==> src/rtl/fdct_pkg.sv <==
package fdct_pkg;

    localparam int SMP_W = 16;
    localparam int ACC_W = 32;
    localparam int DIM   = 4;
    localparam int NUM   = DIM * DIM;
    localparam int SEL_W = $clog2(DIM);

    typedef logic signed [SMP_W-1:0] smp_t;
    typedef logic signed [ACC_W-1:0] acc_t;

    typedef enum logic [1:0] {
        ST_IDLE,
        ST_ROW,
        ST_COL,
        ST_FIN
    } phase_e;

    // transform weights and rounding offsets
    localparam acc_t W_SMALL   = 32'sd2217;
    localparam acc_t W_LARGE   = 32'sd5352;
    localparam acc_t H_RND_ODD1 = 32'sd14500;
    localparam acc_t H_RND_ODD3 = 32'sd7500;
    localparam int   H_GAIN_SH  = 3;
    localparam int   H_ODD_SH   = 12;
    localparam acc_t V_RND_EVEN = 32'sd7;
    localparam acc_t V_RND_ODD1 = 32'sd12000;
    localparam acc_t V_RND_ODD3 = 32'sd51000;
    localparam int   V_EVEN_SH  = 4;
    localparam int   V_ODD_SH   = 16;

    localparam acc_t SMP_MAX = acc_t'((64'sd1 <<< (SMP_W - 1)) - 1);
    localparam acc_t SMP_MIN = -acc_t'(64'sd1 <<< (SMP_W - 1));

    // clamp a wide value into the sample range
    function automatic smp_t clip_s(input acc_t v);
        if (v > SMP_MAX)      clip_s = SMP_MAX[SMP_W-1:0];
        else if (v < SMP_MIN) clip_s = SMP_MIN[SMP_W-1:0];
        else                  clip_s = v[SMP_W-1:0];
    endfunction

    // keep the low sample-width bits of a wide value
    function automatic smp_t trunc_s(input acc_t v);
        trunc_s = v[SMP_W-1:0];
    endfunction

    function automatic acc_t widen(input smp_t v);
        widen = acc_t'(v);
    endfunction

endpackage

==> src/rtl/fdct_row_unit.sv <==
// Horizontal butterfly: saturating sums/differences, gain of 8 on even
// terms, weighted and rounded odd terms with a shift of 12.
module fdct_row_unit
    import fdct_pkg::*;
(
    input  smp_t x [DIM],
    output smp_t y [DIM]
);

    smp_t sum_o, sum_i, dif_i, dif_o;
    acc_t even_p, even_m, odd_1, odd_3;

    always_comb begin
        // clamped butterfly
        sum_o = clip_s(widen(x[0]) + widen(x[3]));
        sum_i = clip_s(widen(x[1]) + widen(x[2]));
        dif_i = clip_s(widen(x[1]) - widen(x[2]));
        dif_o = clip_s(widen(x[0]) - widen(x[3]));

        // even terms
        even_p = (widen(sum_o) + widen(sum_i)) <<< H_GAIN_SH;
        even_m = (widen(sum_o) - widen(sum_i)) <<< H_GAIN_SH;

        // odd terms
        odd_1 = (widen(dif_i) * W_SMALL + widen(dif_o) * W_LARGE + H_RND_ODD1) >>> H_ODD_SH;
        odd_3 = (widen(dif_o) * W_SMALL - widen(dif_i) * W_LARGE + H_RND_ODD3) >>> H_ODD_SH;

        y[0] = trunc_s(even_p);
        y[1] = trunc_s(odd_1);
        y[2] = trunc_s(even_m);
        y[3] = trunc_s(odd_3);
    end

endmodule

==> src/rtl/fdct_col_unit.sv <==
// Vertical butterfly: unclamped sums/differences, +7 >>> 4 on even terms,
// >>> 16 on odd terms with a +1 on output 1 for a nonzero difference.
module fdct_col_unit
    import fdct_pkg::*;
(
    input  smp_t r [DIM],
    output smp_t y [DIM]
);

    acc_t sum_o, sum_i, dif_i, dif_o;
    acc_t even_p, even_m, odd_1, odd_3;
    logic nz_dif;

    always_comb begin
        sum_o = widen(r[0]) + widen(r[3]);
        sum_i = widen(r[1]) + widen(r[2]);
        dif_i = widen(r[1]) - widen(r[2]);
        dif_o = widen(r[0]) - widen(r[3]);

        // even terms
        even_p = (sum_o + sum_i + V_RND_EVEN) >>> V_EVEN_SH;
        even_m = (sum_o - sum_i + V_RND_EVEN) >>> V_EVEN_SH;

        // data-dependent correction
        nz_dif = (dif_o != '0);
        odd_1  = ((dif_i * W_SMALL + dif_o * W_LARGE + V_RND_ODD1) >>> V_ODD_SH)
               + (nz_dif ? acc_t'(1) : acc_t'(0));

        // second odd term
        odd_3 = (dif_o * W_SMALL - dif_i * W_LARGE + V_RND_ODD3) >>> V_ODD_SH;

        y[0] = trunc_s(even_p);
        y[1] = trunc_s(odd_1);
        y[2] = trunc_s(even_m);
        y[3] = trunc_s(odd_3);
    end

endmodule

==> src/rtl/fdct_seq.sv <==
// Phase sequencer: accept, four row steps, four column steps, result pulse.
module fdct_seq
    import fdct_pkg::*;
(
    input  logic             clk,
    input  logic             rst_n,
    input  logic             start,
    output logic             load_en,
    output logic             row_en,
    output logic             col_en,
    output logic [SEL_W-1:0] sel,
    output logic             busy,
    output logic             done
);

    localparam logic [SEL_W-1:0] LAST = SEL_W'(DIM - 1);

    phase_e           state, state_nx;
    logic [SEL_W-1:0] cnt, cnt_nx;

    // state register
    always_ff @(posedge clk) begin
        if (!rst_n) begin
            state <= ST_IDLE;
            cnt   <= '0;
        end else begin
            state <= state_nx;
            cnt   <= cnt_nx;
        end
    end

    // transitions
    always_comb begin
        state_nx = state;
        cnt_nx   = cnt;
        unique case (state)
            ST_IDLE: begin
                if (start) begin          // ACCEPT
                    state_nx = ST_ROW;
                    cnt_nx   = '0;
                end
            end
            ST_ROW: begin
                if (cnt == LAST) begin    // ROWS_DONE
                    state_nx = ST_COL;
                    cnt_nx   = '0;
                end else begin
                    cnt_nx = cnt + 1'b1;
                end
            end
            ST_COL: begin
                if (cnt == LAST) begin    // COLS_DONE
                    state_nx = ST_FIN;
                    cnt_nx   = '0;
                end else begin
                    cnt_nx = cnt + 1'b1;
                end
            end
            ST_FIN: begin                 // RELEASE
                state_nx = ST_IDLE;
            end
            default: state_nx = ST_IDLE;
        endcase
    end

    // outputs
    always_comb begin
        load_en = 1'b0;
        row_en  = 1'b0;
        col_en  = 1'b0;
        done    = 1'b0;
        busy    = 1'b1;
        sel     = cnt;
        unique case (state)
            ST_IDLE: begin
                busy    = 1'b0;
                load_en = start;
            end
            ST_ROW:  row_en = 1'b1;
            ST_COL:  col_en = 1'b1;
            ST_FIN:  done   = 1'b1;
            default: busy   = 1'b0;
        endcase
    end


    step_onehot_chk: assert property (@(posedge clk) disable iff (!rst_n)
        $onehot0({load_en, row_en, col_en, done}));


    done_pulse_chk: assert property (@(posedge clk) disable iff (!rst_n)
        done |=> !done);


    done_after_last_col_chk: assert property (@(posedge clk) disable iff (!rst_n)
        done |-> ($past(col_en) && $past(sel) == LAST));


    no_abort_chk: assert property (@(posedge clk) disable iff (!rst_n)
        (busy && !done) |=> busy);

endmodule

==> src/rtl/fdct4x4_core.sv <==
module fdct4x4_core
    import fdct_pkg::*;
(
    input  logic               clk,
    input  logic               rst_n,
    input  logic               start,
    input  logic [NUM*SMP_W-1:0] blk_in,
    output logic               busy,
    output logic               done,
    output logic [NUM*SMP_W-1:0] coef_out
);

    logic             load_en, row_en, col_en;
    logic [SEL_W-1:0] sel;

    smp_t mat    [NUM];
    smp_t in_smp [NUM];
    smp_t row_x  [DIM];
    smp_t row_y  [DIM];
    smp_t col_x  [DIM];
    smp_t col_y  [DIM];

    fdct_seq u_seq (
        .clk     (clk),
        .rst_n   (rst_n),
        .start   (start),
        .load_en (load_en),
        .row_en  (row_en),
        .col_en  (col_en),
        .sel     (sel),
        .busy    (busy),
        .done    (done)
    );

    fdct_row_unit u_row (
        .x (row_x),
        .y (row_y)
    );

    fdct_col_unit u_col (
        .r (col_x),
        .y (col_y)
    );

    // raster packing of inputs and outputs
    for (genvar g = 0; g < NUM; g++) begin : g_pack
        assign in_smp[g]                   = blk_in[g*SMP_W +: SMP_W];
        assign coef_out[g*SMP_W +: SMP_W]  = mat[g];
    end

    // operand selection: row sel or column sel of the working matrix
    always_comb begin
        for (int k = 0; k < DIM; k++) begin
            row_x[k] = mat[int'(sel) * DIM + k];
            col_x[k] = mat[k * DIM + int'(sel)];
        end
    end

    // in-place working matrix
    always_ff @(posedge clk) begin
        if (!rst_n) begin
            for (int i = 0; i < NUM; i++) mat[i] <= '0;
        end else if (load_en) begin
            for (int i = 0; i < NUM; i++) mat[i] <= in_smp[i];
        end else if (row_en) begin
            for (int k = 0; k < DIM; k++) mat[int'(sel) * DIM + k] <= row_y[k];
        end else if (col_en) begin
            for (int k = 0; k < DIM; k++) mat[k * DIM + int'(sel)] <= col_y[k];
        end
    end


    hold_when_idle_chk: assert property (@(posedge clk) disable iff (!rst_n)
        (!busy && !start) |=> $stable(coef_out));


    busy_begins_on_start_chk: assert property (@(posedge clk) disable iff (!rst_n)
        $rose(busy) |-> $past(start));

endmodule

==> config.mk <==
export PLATFORM = sky130hd
export DESIGN_NAME = fdct4x4_core
export DESIGN_NICKNAME = d
export VERILOG_FILES = /design/src/rtl/fdct_pkg.sv /design/src/rtl/fdct_row_unit.sv /design/src/rtl/fdct_col_unit.sv /design/src/rtl/fdct_seq.sv /design/src/rtl/fdct4x4_core.sv
export SDC_FILE = /design/constraint.sdc
export NUM_CORES = 2
export LEC_CHECK = 0
export ABC_AREA = 1
export ABC_CLOCK_PERIOD_IN_PS = 20600
export BUFFER_PORTS_ARGS = -buffer_cell sky130_fd_sc_hd__buf_2
export CORE_AREA = 2 2 334 468
export CTS_CLUSTER_SIZE = 20
export DETAILED_ROUTE_END_ITERATION = 7
export DIE_AREA = 0 0 336 470
export PLACE_DENSITY = 0.62
export RECOVER_POWER = 25
export SLEW_MARGIN = 20
export SYNTH_ARGS = -nofsm -noshare
export SYNTH_HDL_FRONTEND = slang
export SYNTH_HIERARCHICAL = 1
export SYNTH_SLANG_ARGS = --single-unit
==> constraint.sdc <==
create_clock -name clk -period 20.6 [get_ports clk]
set_input_delay 1.03 -clock clk [delete_from_list [all_inputs] [get_ports clk]]
set_output_delay 1.03 -clock clk [all_outputs]
set_load 0.005 [all_outputs]
# Word level (Yosys, flattened, before mapping)

Memories as Yosys holds them, arrays and structs flattened. A register that Yosys moved wholly into a read port is not among the register bits.
Index checks and enable logic that the tools add are counted.

Bits in writable memories: 256
Memories: 1
Bits of input ports: 259
Bits in registers: 4
Memory bits (read-only): 0
Latch bits: 0

Add/subtract/negate cells: 30
Reductions and logical operators: 14
Shifts and indexed selects: 0
Multipliers: 8
Bitwise logic cells: 16
Divide/modulo/power cells: 0
Order comparisons: 8
Equal/unequal tests: 7
Mux-type cells: 78

Memory list:

| name | words | width | read ports | clocked after Yosys merged registers in | wr ports | line               | text |
|---|---|---|---|---|---|---|---|
| mat  | 16    | 16    | 24         | 2                                       | 16       | fdct4x4_core.sv:16 | `smp_t mat [NUM];` |

Operators with widths:

| kind                                                                           | count |
|---|---|
| 16-bit 2-to-1 mux                                                              | 28 |
| 16-bit OR reduction                                                            | 8 |
| 16-bit by 16-bit adder with 17-bit output                                      | 4 |
| 16-bit by 16-bit subtractor with 17-bit output                                 | 4 |
| 32-bit by 16-bit > comparator with 1-bit output, second input constant         | 2 |
| 32-bit by 16-bit less-than comparator with 1-bit output, second input constant | 2 |
| 32-bit by 11-bit multiplier with 29-bit output, second input constant          | 2 |
| 32-bit by 13-bit multiplier with 32-bit output, second input constant          | 2 |
| 16-bit by 13-bit multiplier with 28-bit output, second input constant          | 2 |
| 13-bit 2-to-1 mux                                                              | 4 |
| 16-bit by 11-bit multiplier with 25-bit output, second input constant          | 2 |
| 4-bit 2-to-1 mux                                                               | 12 |
| 20-bit by 4-bit adder with 20-bit output, second input constant                | 2 |
| 17-bit by 16-bit > comparator with 1-bit output, second input constant         | 2 |
| 17-bit by 16-bit less-than comparator with 1-bit output, second input constant | 2 |
| 32-bit by 15-bit adder with 32-bit output, second input constant               | 1 |
| 32-bit by 17-bit adder with 32-bit output, second input constant               | 1 |
| 32-bit adder                                                                   | 1 |
| 32-bit nonzero test                                                            | 1 |
| 32-bit subtractor                                                              | 1 |
| 28-bit by 14-bit adder with 28-bit output, second input constant               | 1 |
| 28-bit by 15-bit adder with 28-bit output, second input constant               | 1 |
| 28-bit adder                                                                   | 1 |
| 28-bit subtractor                                                              | 1 |
| 24 further kinds                                                               | 74 |

# Logic depth before layout (Yosys ltp)

An unclocked memory read counts as a cell.

Depth in word-level cells: 11
Gate-level depth with buffers: 73
Mapped depth without buffers: 71

# Cells and area by module

Netlist, hierarchy kept.

By module, submodules not included:

| module        | times used | area each (um2) | cells each | seq. area each (um2) |
|---|---|---|---|---|
| fdct_col_unit | 1          | 23267.3         | 3148       | 0.0 |
| fdct_row_unit | 1          | 20251.9         | 2603       | 0.0 |
| fdct4x4_core  | 1          | 17400.4         | 2507       | 7687.4 |
| fdct_seq      | 1          | 277.8           | 39         | 80.1 |

# Worst setup path before layout

No wires, ideal clock.

Kind: reg-to-reg
From: register u_seq.cnt[1] (netlist: u_seq/sel[1])
To: memory mat[1][15] (netlist bit), data pin
Clock period less this slack: 11559 ps
Library setup time: 249 ps
Slack: 9041 ps
Cell stages (with the launch flop): 65
Buffers on the path: 2
Data arrival time: 11309 ps
Cells stage by stage: dfxtp_1 inv_1 nand2_1 clkinv_1 buf_2 buf_1 nand2_1 o2111ai_1 inv_1 ha_1 inv_1 fa_1 nand3_1 nand3_1 nand2_1 nand2_1 nand2_1 nand3_1 (+29 left out) nand2_1 nor2_1 inv_1 nor2_1 nand3_1 nand3_1 xor2_1 nand2_1 nor2_1 nand2_1 o21ai_0 nand2_1 inv_1 nand2_1 nand2_1 nand2_1 nand2_1 inv_1

RTL lines:

| item                   | line               | text |
|---|---|---|
| start, declared        | fdct_seq.sv:19     | `logic [SEL_W-1:0] cnt, cnt_nx;` |
| start signal, assigned | fdct_seq.sv:28     | `cnt <= cnt_nx;` |
| end, declared          | fdct4x4_core.sv:16 |  |

==> flow_summary.toml <==
[routing]
avgRoutedWirePerCell_microns = 31.0
routed_wl_microns = 336000
highest_layer = "met5"
drt-vias-per-instance = 5.71
first_pass_iters = 8
drc_errors = 0
wl_met1_microns = 121000
ant_nets = 0
route.vias.total = 61900
drt_iter0_markers = 6631
routed-wl-met3_microns = 34800
wl_met2_microns = 148000

[yosys]
synth_common_cells = "nand2_1 (2064), inv_1 (1611), ha_1 (1042), nand3_1 (557), fa_1 (498)"
synth_seq_cells = 260
synth.top_cell.area_share_pct = 21.3
yosysTopAreaCell = "ha_1"
syn_area_per_cell_sq_um = 7.38
yosys_warnings = 6
synth_cell_types = 78
ys_seq_area_share_pct = 12.7
synthTopCellsByArea = "ha_1 (21%), fa_1 (16%), nand2_1 (13%), edfxtp_1 (13%), inv_1 (9.9%)"
synth_flop_cell = "edfxtp_1"
synth_edf_count = 256
synthArstFlopShare_pct = 0
synthesis.instances = 8297
post-synth-top-count-cell = "nand2_1"
netlist_area_sq_mm = 0.0612

[clocking]
htreeDepth = 2
numCtsBuffers = 36
cts_tree = "done"
cts_resized = 0
clk_pin_slew_ns = 0.07
clock_tree.root_cell = "clkbuf_16"
cts_buffer_depth = 3
hold_buffers = 0
cts_num_sinks = 260
postCtsSetupBuffers = 0
clk_latency_ns = 0.64

[setup_path]
crit_type = "flip-flop to flip-flop"
regToRegEndpoint = "mat[5][11]$_DFFE_PP_"
ff2ff_path_depth = 54
required_ns = 21.08
rr_startpoint = "u_seq/sel[0]$_SDFFE_PN0P_"
cp_slowest_cell = "clkinv_2"
crit_top_cell = "inv_1"
r2r_setup_slack_ns = 3.98
endpoint_kind = "flip-flop"
cp-start-kind = "flip-flop"
worstPathArrival_ns = 17.10
path_max_fanout = 54
slowest_delay_ns = 0.86

[sta]
hold_viol_final = 0
slew_headroom_pct = 7.94
holdWs_ns = 0.573
post-route-min-period_ns = 16.62
grt_setup_unrepaired = "false"
fin_tns_setup_ns = 0
fin_worst_skew_ns = 0.0355
tightest_slew_ns = 1.38
finalCritPeriodShare_pct = 80.7
setup_viol = 0
fmax_ghz = 0.0602
drv_slew = 0

[grt]
grt_overflow = 0
antenna_found_initial = 44
grt_usage_pct = 41.8
grt_pass1_vias = 61500
grt_max_degree = 96
grt_first_pass_wirelength_microns = 461000

[floorplan]
die-area_sq_mm = 0.158
die_y_microns = 470
ios = 517
rows = 171
coreArea_sq_mm = 0.154
die_width_microns = 336
initial_utilization_pct = 39.7

[worst_hold_path]
hp-start = "u_seq/state[0]$_SDFFE_PN0P_"
whs_path_depth = 2
min_path_type = "flip-flop to flip-flop"
hold_path_end = "u_seq/state[0]$_SDFFE_PN0P_"

[placement]
dp_cells = 10700
hpwl_microns = 284000
place.gp.congestion = 1.13
portBuffers = 516
placed_area_sq_mm = 0.0660

[outcome]
outcome = "complete, no violations"

[layout]
final_cells = 10800
drive_above_1_share_pct = 8.48
fillers = 16300
nets = 10500
area_growth_pct = 9.72
fin_area_sq_mm = 0.0671

[run]
maxCapViolations = 0
[worst max-delay path by stage]
stage / from / endpoint / slack, ns / cells past startpoint
global placement: u_seq/sel[0]$_SDFFE_PN0P_ / mat[5][11]$_DFFE_PP_ / 4.65 / 57
CTS: u_seq/sel[0]$_SDFFE_PN0P_ / mat[5][11]$_DFFE_PP_ / 4.46 / 57
detailed placement: u_seq/sel[0]$_SDFFE_PN0P_ / mat[7][14]$_DFFE_PP_ / 4.54 / 54
finish: u_seq/sel[0]$_SDFFE_PN0P_ / mat[5][11]$_DFFE_PP_ / 3.98 / 54
global route: u_seq/sel[0]$_SDFFE_PN0P_ / mat[5][11]$_DFFE_PP_ / 3.49 / 57
floorplan: u_seq/sel[1]$_SDFFE_PN0P_ / mat[1][15]$_DFFE_PP_ / 9.04 / 64
[per-layer routing]
layer | track usage, % | up-vias
met5 | 0.524 | -
met4 | 31.6 | 22
met3 | 13.1 | 1052
met2 | 65.3 | 3525
met1 | 47.4 | 30100
li1 | - | 27300
[sequential cells by signal, indices dropped and copies added (netlist names)]
name	count
u_seq/state	2
mat	256
u_seq/sel	2
[layout make-up]
type                    instances  area, sq um  share of cell area [%]
flip-flops and latches        260         7770                    11.6
repair buffers                593         3060                    4.56
clock buffers                  39          912                    1.36
diodes                         30         75.1                   0.112
inverters                    1650         6210                    9.25
well taps                    2076         2600                    3.87
clock inverters                25          274                   0.408
multi-input cells            6167        46200                    68.9
[kinds of logic after synthesis]
logic type,after synthesis,synth area share (%)
simple gates,3310,23.0
buf+inv,1875,12.0
fa+ha+maj,1540,37.6
compound gates,902,8.75
xor+xnor,407,5.98
flops,260,12.7
mux,2,0.0348
other cells,1,0.00613
[worst max-delay path: cells and delay by family (launching register included)]
| kind | cells | cell delay (ns) |
|---|---|---|
| DFF | 1 | 0.53 |
| AOI/OAI and AO/OA | 11 | 2.73 |
| buffers and inverters | 12 | 2.82 |
| adders and majority gates | 13 | 5.74 |
| xor gates and xnor gates | 5 | 2.25 |
| and+or+nand+nor | 13 | 2.29 |
[stage by stage]
step / util (%) / setup WS [ns]
6_report: 43.5 / 3.98
5_1_grt: 43.5 / 3.49
4_1_cts: 43.5 / 4.46
3_5_place_dp: 42.8 / 4.54
3_3_place_gp: 42.7 / 4.65
2_1_floorplan: - / 9.04
[cell usage in the layout (no fill, tap or decap), types with 31 or more instances in the layout]
master / count
a21oi_1: 399
a31oi_1: 33
buf_2: 420
buf_4: 77
clkbuf_1: 96
clkbuf_16: 36
edfxtp_1: 256
fa_1: 498
ha_1: 1042
inv_1: 1610
inv_2: 31
nand2_1: 2059
nand2_2: 46
nand3_1: 556
nand4_1: 113
nor2_1: 381
nor3_1: 54
o2111ai_1: 49
o21ai_0: 190
o21ai_1: 35
o21bai_1: 39
xnor2_1: 96
xor2_1: 291
Power is not shown: default switching activity piles up to over one toggle a cycle in this logic, so the estimate is an artifact.
